--- src/rtl/iq_pkg.sv ---
package iq_pkg;
  localparam int unsigned IQ_DEF_LANES = 2;
  localparam int unsigned IQ_DEF_DEPTH = 8;
  localparam int unsigned IQ_DEF_TAG_W = 4;
  localparam int unsigned IQ_DEF_OP_W  = 3;

  function automatic int unsigned width_for(input int unsigned n);
    return (n < 2) ? 1 : $clog2(n);
  endfunction
endpackage

--- src/rtl/iq_tag_match.sv ---
module iq_tag_match #(
  parameter int N     = 2,
  parameter int TAG_W = 4
) (
  input  logic [TAG_W-1:0]   tag,
  input  logic [N-1:0]       bus_vld,
  input  logic [N*TAG_W-1:0] bus_tag,
  output logic               hit
);
  logic [N-1:0] lane_hit;

  for (genvar k = 0; k < N; k++) begin : g_lane
    assign lane_hit[k] = bus_vld[k] && (bus_tag[k*TAG_W +: TAG_W] == tag);
  end

  assign hit = |lane_hit;
endmodule

--- src/rtl/iq_oldest_pick.sv ---
module iq_oldest_pick #(
  parameter int DEPTH = 8,
  parameter int N     = 2,
  localparam int IDX_W = iq_pkg::width_for(DEPTH)
) (
  input  logic [DEPTH-1:0]   elig,
  output logic [DEPTH-1:0]   gnt,
  output logic [N-1:0]       slot_vld,
  output logic [N*IDX_W-1:0] slot_idx
);
  always_comb begin
    int taken;
    taken    = 0;
    gnt      = '0;
    slot_vld = '0;
    slot_idx = '0;
    for (int i = 0; i < DEPTH; i++) begin
      if (elig[i] && taken < N) begin
        gnt[i]                          = 1'b1;
        slot_vld[taken]                 = 1'b1;
        slot_idx[taken*IDX_W +: IDX_W]  = IDX_W'(i);
        taken                           = taken + 1;
      end
    end
  end
endmodule

--- src/rtl/iq_pack_map.sv ---
module iq_pack_map #(
  parameter int DEPTH = 8,
  localparam int IDX_W = iq_pkg::width_for(DEPTH),
  localparam int CNT_W = $clog2(DEPTH + 1)
) (
  input  logic [DEPTH-1:0]       keep,
  output logic [DEPTH*IDX_W-1:0] rank,
  output logic [CNT_W-1:0]       nkeep
);
  always_comb begin
    logic [CNT_W-1:0] run;
    run  = '0;
    rank = '0;
    for (int i = 0; i < DEPTH; i++) begin
      rank[i*IDX_W +: IDX_W] = run[IDX_W-1:0];
      if (keep[i]) run = run + CNT_W'(1);
    end
    nkeep = run;
  end
endmodule

--- src/rtl/iq_collapse.sv ---
module iq_collapse #(
  parameter int N     = iq_pkg::IQ_DEF_LANES,
  parameter int DEPTH = iq_pkg::IQ_DEF_DEPTH,
  parameter int TAG_W = iq_pkg::IQ_DEF_TAG_W,
  parameter int OP_W  = iq_pkg::IQ_DEF_OP_W
) (
  input  logic               clk,
  input  logic               rst_n,
  input  logic               flush,
  input  logic [N-1:0]       ins_vld,
  output logic               ins_rdy,
  input  logic [N*OP_W-1:0]  ins_op,
  input  logic [N*TAG_W-1:0] ins_dst,
  input  logic [N*TAG_W-1:0] ins_s1,
  input  logic [N-1:0]       ins_s1_rdy,
  input  logic [N*TAG_W-1:0] ins_s2,
  input  logic [N-1:0]       ins_s2_rdy,
  input  logic [N-1:0]       res_vld,
  input  logic [N*TAG_W-1:0] res_tag,
  output logic [N-1:0]       iss_vld,
  input  logic               iss_rdy,
  output logic [N*OP_W-1:0]  iss_op,
  output logic [N*TAG_W-1:0] iss_dst
);
  localparam int IDX_W = iq_pkg::width_for(DEPTH);
  localparam int CNT_W = $clog2(DEPTH + 1);

  // stored entries; slot 0 is the oldest
  logic [DEPTH-1:0] q_vld, q_r1, q_r2;
  logic [OP_W-1:0]  q_op  [DEPTH];
  logic [TAG_W-1:0] q_dst [DEPTH];
  logic [TAG_W-1:0] q_s1  [DEPTH];
  logic [TAG_W-1:0] q_s2  [DEPTH];
  logic [CNT_W-1:0] cnt;

  logic [DEPTH-1:0] n_vld, n_r1, n_r2;
  logic [OP_W-1:0]  n_op  [DEPTH];
  logic [TAG_W-1:0] n_dst [DEPTH];
  logic [TAG_W-1:0] n_s1  [DEPTH];
  logic [TAG_W-1:0] n_s2  [DEPTH];
  logic [CNT_W-1:0] n_cnt;

  // wake-up: every stored source against the result bus
  logic [DEPTH-1:0] eh1, eh2;
  for (genvar i = 0; i < DEPTH; i++) begin : g_ent_wake
    iq_tag_match #(.N(N), .TAG_W(TAG_W)) u_m1 (
      .tag(q_s1[i]), .bus_vld(res_vld), .bus_tag(res_tag), .hit(eh1[i]));
    iq_tag_match #(.N(N), .TAG_W(TAG_W)) u_m2 (
      .tag(q_s2[i]), .bus_vld(res_vld), .bus_tag(res_tag), .hit(eh2[i]));
  end

  // wake-up of incoming lanes in their insertion cycle
  logic [N-1:0] lh1, lh2;
  for (genvar k = 0; k < N; k++) begin : g_lane_wake
    iq_tag_match #(.N(N), .TAG_W(TAG_W)) u_l1 (
      .tag(ins_s1[k*TAG_W +: TAG_W]), .bus_vld(res_vld), .bus_tag(res_tag), .hit(lh1[k]));
    iq_tag_match #(.N(N), .TAG_W(TAG_W)) u_l2 (
      .tag(ins_s2[k*TAG_W +: TAG_W]), .bus_vld(res_vld), .bus_tag(res_tag), .hit(lh2[k]));
  end

  // selection: oldest eligible entries first
  logic [DEPTH-1:0]   elig, gnt;
  logic [N*IDX_W-1:0] slot_idx;
  assign elig = q_vld & q_r1 & q_r2;

  iq_oldest_pick #(.DEPTH(DEPTH), .N(N)) u_pick (
    .elig(elig), .gnt(gnt), .slot_vld(iss_vld), .slot_idx(slot_idx));

  for (genvar j = 0; j < N; j++) begin : g_slot
    logic [IDX_W-1:0] sidx;
    assign sidx = slot_idx[j*IDX_W +: IDX_W];
    assign iss_op[j*OP_W +: OP_W]    = q_op[sidx];
    assign iss_dst[j*TAG_W +: TAG_W] = q_dst[sidx];
  end

  // compaction map of survivors
  logic [DEPTH-1:0]       keep;
  logic [DEPTH*IDX_W-1:0] rank;
  logic [CNT_W-1:0]       nkeep;
  assign keep = q_vld & ~(gnt & {DEPTH{iss_rdy}});

  iq_pack_map #(.DEPTH(DEPTH)) u_pack (.keep(keep), .rank(rank), .nkeep(nkeep));

  // offered group size and lane placement offsets
  logic [CNT_W-1:0] offer_n;
  logic [CNT_W-1:0] lane_off [N];
  always_comb begin
    offer_n = '0;
    for (int k = 0; k < N; k++) begin
      lane_off[k] = offer_n;
      if (ins_vld[k]) offer_n = offer_n + CNT_W'(1);
    end
  end

  logic [CNT_W-1:0] free_n;
  assign free_n  = CNT_W'(DEPTH) - cnt;
  assign ins_rdy = !flush && (offer_n <= free_n);

  always_comb begin
    logic [IDX_W-1:0] p;
    p     = '0;
    n_vld = '0;
    n_r1  = '0;
    n_r2  = '0;
    for (int d = 0; d < DEPTH; d++) begin
      n_op[d]  = '0;
      n_dst[d] = '0;
      n_s1[d]  = '0;
      n_s2[d]  = '0;
    end
    for (int i = 0; i < DEPTH; i++) begin
      if (keep[i]) begin
        p        = rank[i*IDX_W +: IDX_W];
        n_vld[p] = 1'b1;
        n_op[p]  = q_op[i];
        n_dst[p] = q_dst[i];
        n_s1[p]  = q_s1[i];
        n_s2[p]  = q_s2[i];
        n_r1[p]  = q_r1[i] | eh1[i];
        n_r2[p]  = q_r2[i] | eh2[i];
      end
    end
    if (ins_rdy) begin
      for (int k = 0; k < N; k++) begin
        if (ins_vld[k]) begin
          p        = IDX_W'(nkeep + lane_off[k]);
          n_vld[p] = 1'b1;
          n_op[p]  = ins_op[k*OP_W +: OP_W];
          n_dst[p] = ins_dst[k*TAG_W +: TAG_W];
          n_s1[p]  = ins_s1[k*TAG_W +: TAG_W];
          n_s2[p]  = ins_s2[k*TAG_W +: TAG_W];
          n_r1[p]  = ins_s1_rdy[k] | lh1[k];
          n_r2[p]  = ins_s2_rdy[k] | lh2[k];
        end
      end
    end
    if (flush) n_vld = '0;
    n_cnt = flush ? '0 : (nkeep + (ins_rdy ? offer_n : '0));
  end

  always_ff @(posedge clk or negedge rst_n) begin
    if (!rst_n) begin
      cnt   <= '0;
      q_vld <= '0;
      q_r1  <= '0;
      q_r2  <= '0;
      for (int d = 0; d < DEPTH; d++) begin
        q_op[d]  <= '0;
        q_dst[d] <= '0;
        q_s1[d]  <= '0;
        q_s2[d]  <= '0;
      end
    end else begin
      cnt   <= n_cnt;
      q_vld <= n_vld;
      q_r1  <= n_r1;
      q_r2  <= n_r2;
      for (int d = 0; d < DEPTH; d++) begin
        q_op[d]  <= n_op[d];
        q_dst[d] <= n_dst[d];
        q_s1[d]  <= n_s1[d];
        q_s2[d]  <= n_s2[d];
      end
    end
  end
endmodule

--- config.mk ---
export PLATFORM = sky130hd
export DESIGN_NAME = iq_collapse
export DESIGN_NICKNAME = d
export VERILOG_FILES = /design/src/rtl/iq_pkg.sv /design/src/rtl/iq_tag_match.sv /design/src/rtl/iq_oldest_pick.sv /design/src/rtl/iq_pack_map.sv /design/src/rtl/iq_collapse.sv
export SDC_FILE = /design/constraint.sdc
export NUM_CORES = 1
export LEC_CHECK = 0
export BUFFER_PORTS_ARGS = -buffer_cell sky130_fd_sc_hd__buf_2
export CAP_MARGIN = 5
export CELL_PAD_IN_SITES_DETAIL_PLACEMENT = 0
export CELL_PAD_IN_SITES_GLOBAL_PLACEMENT = 2
export CORE_MARGIN = 2
export CORE_UTILIZATION = 38
export CTS_BUF_LIST = sky130_fd_sc_hd__clkbuf_4
export CTS_CLUSTER_DIAMETER = 100
export DETAILED_ROUTE_END_ITERATION = 8
export PLACE_DENSITY_LB_ADDON = 0.1
export SLEW_MARGIN = 5
export SYNTH_ARGS = -nofsm -noshare
export SYNTH_HDL_FRONTEND = slang
export SYNTH_SLANG_ARGS = --single-unit
export TNS_END_PERCENT = 30
--- constraint.sdc ---
create_clock -name clk -period 13 [get_ports clk]
set_input_delay 0.65 -clock clk [delete_from_list [all_inputs] [get_ports clk]]
set_output_delay 0.65 -clock clk [all_outputs]
set_load 0.02 [all_outputs]
Yosys cells after proc, flatten, opt, wreduce, memory -nomap -nowiden
Index checks and enable logic that the tools add are counted.
{ "word_totals": {"ff_bits": 148, "in_bits": 50, "out_inout_bits": 17} }
{ "op_classes": {"add_sub_neg": 24, "multipliers": 7, "order_cmp": 60, "n_eq_ne": 40, "shifts": 14, "mux": 266, "bitwise_logic": 53, "n_reduce_logical": 94} }
{ "op_table": {"columns": ["cell", "n"], "rows": [
  ["32-bit two-way mux", 42],
  ["32-bit bitwise mux", 27],
  ["32-bit by 3-bit less-than comparator with 1-bit output (second input constant)", 12],
  ["24-bit two-way mux", 12],
  ["8-bit two-way mux", 34],
  ["32-bit negation with 33-bit output", 7],
  ["3-bit by 33-bit variable shift with 6-bit output (first input constant)", 7],
  ["3-bit by 33-bit variable part select with 6-bit output (first input constant)", 7],
  ["24-bit bitwise mux", 9],
  ["32-bit by 1-bit >= comparator with 1-bit output (second input constant)", 6],
  ["32-bit by 3-bit multiplier with 32-bit output (second input constant)", 6],
  ["32-bit by 2-bit adder with 32-bit output (second input constant)", 5],
  ["4-bit equality test", 40],
  ["8-bit bitwise mux", 18],
  ["4-bit demux with 3-bit select", 9],
  ["4-bit two-way mux", 23],
  ["3-bit demux with 3-bit select", 9],
  ["1-bit logical AND", 73],
  ["8-bit bitwise OR", 9],
  ["4-bit >= comparator (second input constant)", 11],
  ["3-bit NOT with 4-bit output", 11],
  ["6-bit two-way mux", 7],
  ["2-bit OR reduction", 20],
  ["3-bit two-way mux", 13],
  ["other kinds (26)", 141]
]} }

Logic depth before layout (Yosys ltp)
{ "logic_depth": {"depth_word": 53, "mapped_depth": 48} }

Modules after synthesis
From an unflattened synthesis, not the netlist that was laid out.
{ "unflattened": {"hier_cells": 3680, "area_unflattened_um2": 26033.7} }
{ "modules_own_cells": {"columns": ["module", "n_inst", "cells_each", "area_each_um2"], "rows": [
  ["iq_collapse", 1, 2843, 20051.7],
  ["iq_oldest_pick", 1, 472, 3462.1],
  ["iq_tag_match", 20, 15, 98.8],
  ["iq_pack_map", 1, 65, 543.0]
]} }

Least setup slack after synthesis
Ideal clock, no wire load.
{ "synth_path": {"kind": "reg2out", "startpoint": "reg q_r1[0]", "endpoint": "out iss_dst[1]", "arrival_time_ps": 10059, "setup_slack_ps": 2291, "path_stages_with_launch": 44, "path_cell_list": "dfrtp_1 -> nand3_1 -> inv_1 -> ha_1 -> nor2_1 -> inv_1 -> fa_1 -> inv_1 -> ha_1 -> nor2_1 -> nor2_1 -> ha_1 -> nand4b_1 -> o21ai_1 -> o21ai_0 -> ha_1 -> nand2_1 -> xor2_1 -> [8 not listed] -> ha_1 -> ha_1 -> fa_1 -> nor3b_1 -> and3_1 -> ha_1 -> nand2b_1 -> a2111o_1 -> nor4_1 -> o2111ai_1 -> nand3_1 -> nand3_1 -> or4_1 -> clkbuf_1 -> nand2_1 -> buf_2 -> a2111oi_0 -> nor4b_1"} }
{ "synth_via": {"elab_chain_len": 30} }
{ "synth_rtl": {"columns": ["item", "line", "rtl"], "rows": [
  ["start, declared", "iq_collapse.sv:29", "logic [DEPTH-1:0] q_vld, q_r1, q_r2;"],
  ["start signal, assigned", "iq_collapse.sv:156", "q_r1 <= n_r1;"],
  ["8-bit AND * (2 in series)", "iq_collapse.sv:64", "assign elig = q_vld & q_r1 & q_r2;"],
  ["1-bit two-way mux *", "iq_oldest_pick.sv:18", "if (elig[i] && taken < N) begin"],
  ["1-bit by 2-bit less-than comparator with 1-bit output", "iq_oldest_pick.sv:18", null],
  ["1-bit logical AND", "iq_oldest_pick.sv:18", null],
  ["32-bit two-way mux", "iq_oldest_pick.sv:18", null],
  ["32-bit by 3-bit less-than comparator with 1-bit output", "iq_oldest_pick.sv:18", null],
  ["1-bit logical AND", "iq_oldest_pick.sv:18", null],
  ["32-bit two-way mux", "iq_oldest_pick.sv:18", null],
  ["[12 not listed]", null, null],
  ["32-bit by 3-bit multiplier with 32-bit output", "iq_oldest_pick.sv:21", "slot_idx[taken*IDX_W +: IDX_W] = IDX_W'(i);"],
  ["32-bit negation with 33-bit output", "iq_oldest_pick.sv:21", null],
  ["3-bit by 33-bit variable part select with 6-bit output / 3-bit by 33-bit variable shift with 6-bit output (equally long branches)", "iq_oldest_pick.sv:21", null],
  ["6-bit bitwise mux", "iq_oldest_pick.sv:21", null],
  ["6-bit two-way mux *", "iq_oldest_pick.sv:18", null],
  ["3-bit NOT with 4-bit output (not written as such) *", "iq_collapse.sv:73", "assign iss_dst[j*TAG_W +: TAG_W] = q_dst[sidx];"],
  ["4-bit binary-select mux with 3-bit select *", "iq_collapse.sv:73", null],
  ["4-bit two-way mux (not written as such) * (2 in series)", "iq_collapse.sv:73", null],
  ["end, declared", "iq_collapse.sv:23", "output logic [N*TAG_W-1:0] iss_dst"]
]} }
Every way passes the cells marked *; elsewhere a longest branch is shown, timed or not. The select of a mux whose other input is x is not followed.

Final worst setup path
{ "layout_path": {"startpoint": "reg q_r2[0]", "endpoint": "out iss_dst[3]"} }
{ "layout_via": {"elab_chain_len": 29} }
{ "layout_rtl": {"columns": ["item", "line", "rtl"], "rows": [
  ["start, declared", "iq_collapse.sv:29", null],
  ["start signal, assigned", "iq_collapse.sv:157", "q_r2 <= n_r2;"],
  ["8-bit AND *", "iq_collapse.sv:64", null],
  ["1-bit two-way mux *", "iq_oldest_pick.sv:18", null],
  ["1-bit by 2-bit less-than comparator with 1-bit output", "iq_oldest_pick.sv:18", null],
  ["1-bit logical AND", "iq_oldest_pick.sv:18", null],
  ["32-bit two-way mux", "iq_oldest_pick.sv:18", null],
  ["32-bit by 3-bit less-than comparator with 1-bit output", "iq_oldest_pick.sv:18", null],
  ["1-bit logical AND", "iq_oldest_pick.sv:18", null],
  ["32-bit two-way mux", "iq_oldest_pick.sv:18", null],
  ["[12 not listed]", null, null],
  ["32-bit by 3-bit multiplier with 32-bit output", "iq_oldest_pick.sv:21", null],
  ["32-bit negation with 33-bit output", "iq_oldest_pick.sv:21", null],
  ["3-bit by 33-bit variable part select with 6-bit output / 3-bit by 33-bit variable shift with 6-bit output (equally long branches)", "iq_oldest_pick.sv:21", null],
  ["6-bit bitwise mux", "iq_oldest_pick.sv:21", null],
  ["6-bit two-way mux *", "iq_oldest_pick.sv:18", null],
  ["3-bit NOT with 4-bit output (not written as such) *", "iq_collapse.sv:73", null],
  ["4-bit binary-select mux with 3-bit select *", "iq_collapse.sv:73", null],
  ["4-bit two-way mux (not written as such) * (2 in series)", "iq_collapse.sv:73", null]
]} }
Marked as above.

==> impl_metrics.toml <==
[floorplan]
core_um2 = 54030
die_h_um = 238.2
die_w_um = 238.2
initial_utilization_pct = 38.57
dieArea_um2 = 56730
ios = 67
rows = 85

[placed_design]
placed_cells = 3468
dp_hpwl_mm = 78.63
io_buffer_count = 66
pre_cts_ws_ns = 0.1852
gp_congestion = 0.9458

[detailed_routing]
wl_mm = 113.7
remaining_drc_errors = 0
drt_iter0_drc = 3468
first_pass_iters = 7
route.antenna.remaining_nets = 0
vias_per_cell = 6.955
vias = 24427
wl_per_cell_um = 32.39

[global_routing]
grt_max_degree = 58
grt_pass1_wl_mm = 161.3
grtUsageTotal_pct = 38.94
overflow = 0
grt_pass1_vias = 22162
antenna_found_initial = 8

[clock_tree]
clock-sinks = 148
h-tree-depth = 4
cts_tree = "yes"
cts_root_buf = "clkbuf_4"
clk_path_buf_depth = 2
clk_pin_slew_ns = 0.14
clk_latency_ns = 0.79
cts_buffers = 17

[logic_synthesis]
syn-cell-area_um2 = 20840
yosysMostFrequentCell = "nor2_1"
synth-warning-count = 0
synth.avg_cell_area_um2 = 7.139
synth_top_area_share_pct = 17.77
yosys_register_bits = 148
synth-seq-area-share_pct = 17.77
yosys.area.top_type = "dfrtp_1"
async_reset_ff_share_pct = 100.0
synth_area_leaders = "dfrtp_1 18%, xor2_1 5.7%, a21oi_1 5.5%, nor2_1 4.9%, clkbuf_1 4.6%"
synth_common_cells = "273 x nor2_1, 255 x clkbuf_1, 243 x nand2_1, 231 x a21oi_1, 171 x o21ai_0"
netlist_instances = 2919
synth_flop_cell = "dfrtp_1"
synth_cell_types = 105
synth-edff-count = 0

[final_layout]
fin_util_pct = 41.03
synthToLayoutAreaGrowth_pct = 6.358
fin_nets = 2921
nFillCells = 5704
drive_gt1_share_pct = 11.45
fin_cells = 3512

[critical_path]
cp_slowest_cell = "or4_4"
crit_arrival_ns = 11.62
endpoint_kind = "output port"
worstPathRequired_ns = 12.35
critPathMaxStageDelay_ns = 0.68
critPathMaxFanout = 14
path_common_cell = "ha_1"
worstSetupStartpointType = "flop"
worstSetupPathType = "reg -> out"

[power_and_ir_drop]
p_per_area_nw_per_um2 = 114.3
ir_drop_mv = 0.1342
p_total_mw = 2.533
cellLeakagePower_nw = 9.456

[worst_hold_path]
hp-class = "in -> reg"

[outcome]
outcome = "finished, final reports clean"

[sta]
hold_viol = 0
maxSlewViolCount = 0
setup_ws_ns = 0.7254
tightest_slew_ns = 1.364
holdWs_ns = 0.2372
finalCriticalPeriod_ns = 12.27
fin_skew_ns = 0.03663
period_share_pct = 94.42
fmax_mhz = 81.47
setup_violations = 0
max_slew_margin_pct = 9.063

[run]
drv_cap = 0
## cells by family (layout without fill, tap and decap cells)
logic type | count (synthesis) | in the layout | share of synthesized area (%)
other | 2 | 17 | 0.03604
adders and majority gates | 74 | 74 | 4.599
AOI/OAI and AO/OA | 1026 | 1027 | 34.34
buffers and inverters | 401 | 281 | 7.415
muxes | 75 | 75 | 3.674
and+or+nand+nor | 982 | 983 | 22.76
xor gates and xnor gates | 211 | 211 | 9.402
DFF | 148 | 148 | 17.77
## where the power goes
part	leakage (nW)	total [mW]	internal [mW]	switching, mW
Clock	0.136	0.325	0.104	0.220
Sequential	2.04	0.719	0.537	0.181
Combinational	7.28	1.49	0.460	1.03
Total	9.46	2.53	1.10	1.43
## routing by layer
layer	GRT usage [%]	routed length (um)	up-vias
li1	-	-	10682
met1	53.84	48220	11935
met2	58.53	49010	1526
met3	10.27	12400	278
met4	13.05	4065	6
met5	0	44	-
## layout by cell type (no fill, tap or decap), types with 37 or more instances in the layout
| cell type | n |
|---|---|
| nor2_1 | 265 |
| mux2i_1 | 63 |
| nand3_1 | 107 |
| ha_1 | 66 |
| nor3_1 | 109 |
| xor2_1 | 136 |
| a211oi_1 | 95 |
| and3_1 | 48 |
| a21oi_1 | 231 |
| a211o_1 | 37 |
| a221oi_1 | 42 |
| xnor2_1 | 66 |
| nor4_1 | 49 |
| o211ai_1 | 50 |
| inv_1 | 84 |
| buf_4 | 89 |
| buf_2 | 65 |
| a22oi_1 | 76 |
| nand2_1 | 242 |
| o22ai_1 | 58 |
| o21ai_0 | 170 |
| dfrtp_1 | 148 |
## cell type report
type,count,area (um2),share of cell area (%)
Timing Repair Buffer,158,1046,4.719
Clock inverter,11,103.9,0.4685
Inverter,91,345.3,1.558
Clock buffer,21,157.7,0.7113
Tap cell,696,870.8,3.929
Multi-Input combinational cell,2383,15930,71.86
Antenna cell,4,10.01,0.04516
Sequential cell,148,3704,16.71
## timing repair
item                       in CTS  in global routing
setup buffers                   0                  5
setup endpoints to repair      14                 14
hold buffers                    1                  0
resized for setup               7                 17
pin swaps                       0                  5
hold endpoints to repair       52                  0
gates cloned                    0                  2
## final timing paths
kind	start	endpoint	slack, ns	depth (start not counted)
max	q_r2[0]$_DFF_PN0_	iss_dst[3]	0.73	45
min	ins_op[0]	q_op[15]$_DFF_PN0_	0.24	3
max reg2reg	q_r2[0]$_DFF_PN0_	q_vld[4]$_DFF_PN0_	2.17	39
min reg2reg	q_dst[7]$_DFF_PN0_	q_dst[11]$_DFF_PN0_	0.91	5
max in group asynchronous	rst_n	q_r2[0]$_DFF_PN0_	10.70	4
min in group asynchronous	rst_n	q_op[2]$_DFF_PN0_	0.37	2
## sequential cells by signal, indices dropped and copies added (netlist names)
signal,cells
q_op,24
q_dst,32
q_s1,32
q_s2,32
q_r2,8
cnt,4
q_r1,8
q_vld,8
## metrics by stage
step,cell area [um2],setup TNS (ns)
2_1_floorplan,20880,0
3_5_place_dp,21710,0
3_3_place_gp,21710,0
4_1_cts,22010,0
5_1_grt,22160,-0.01610
6_report,22170,0
## critical path, delay by kind of cell, from the launching register on
kind | cells | cell delay [ns]
simple gates | 20 | 4.17
fa+ha+maj | 10 | 3.18
compound gates | 4 | 1.35
buf+inv | 9 | 1.28
xor+xnor | 2 | 0.43
flops | 1 | 0.43
(Power assumes the default switching activity.)
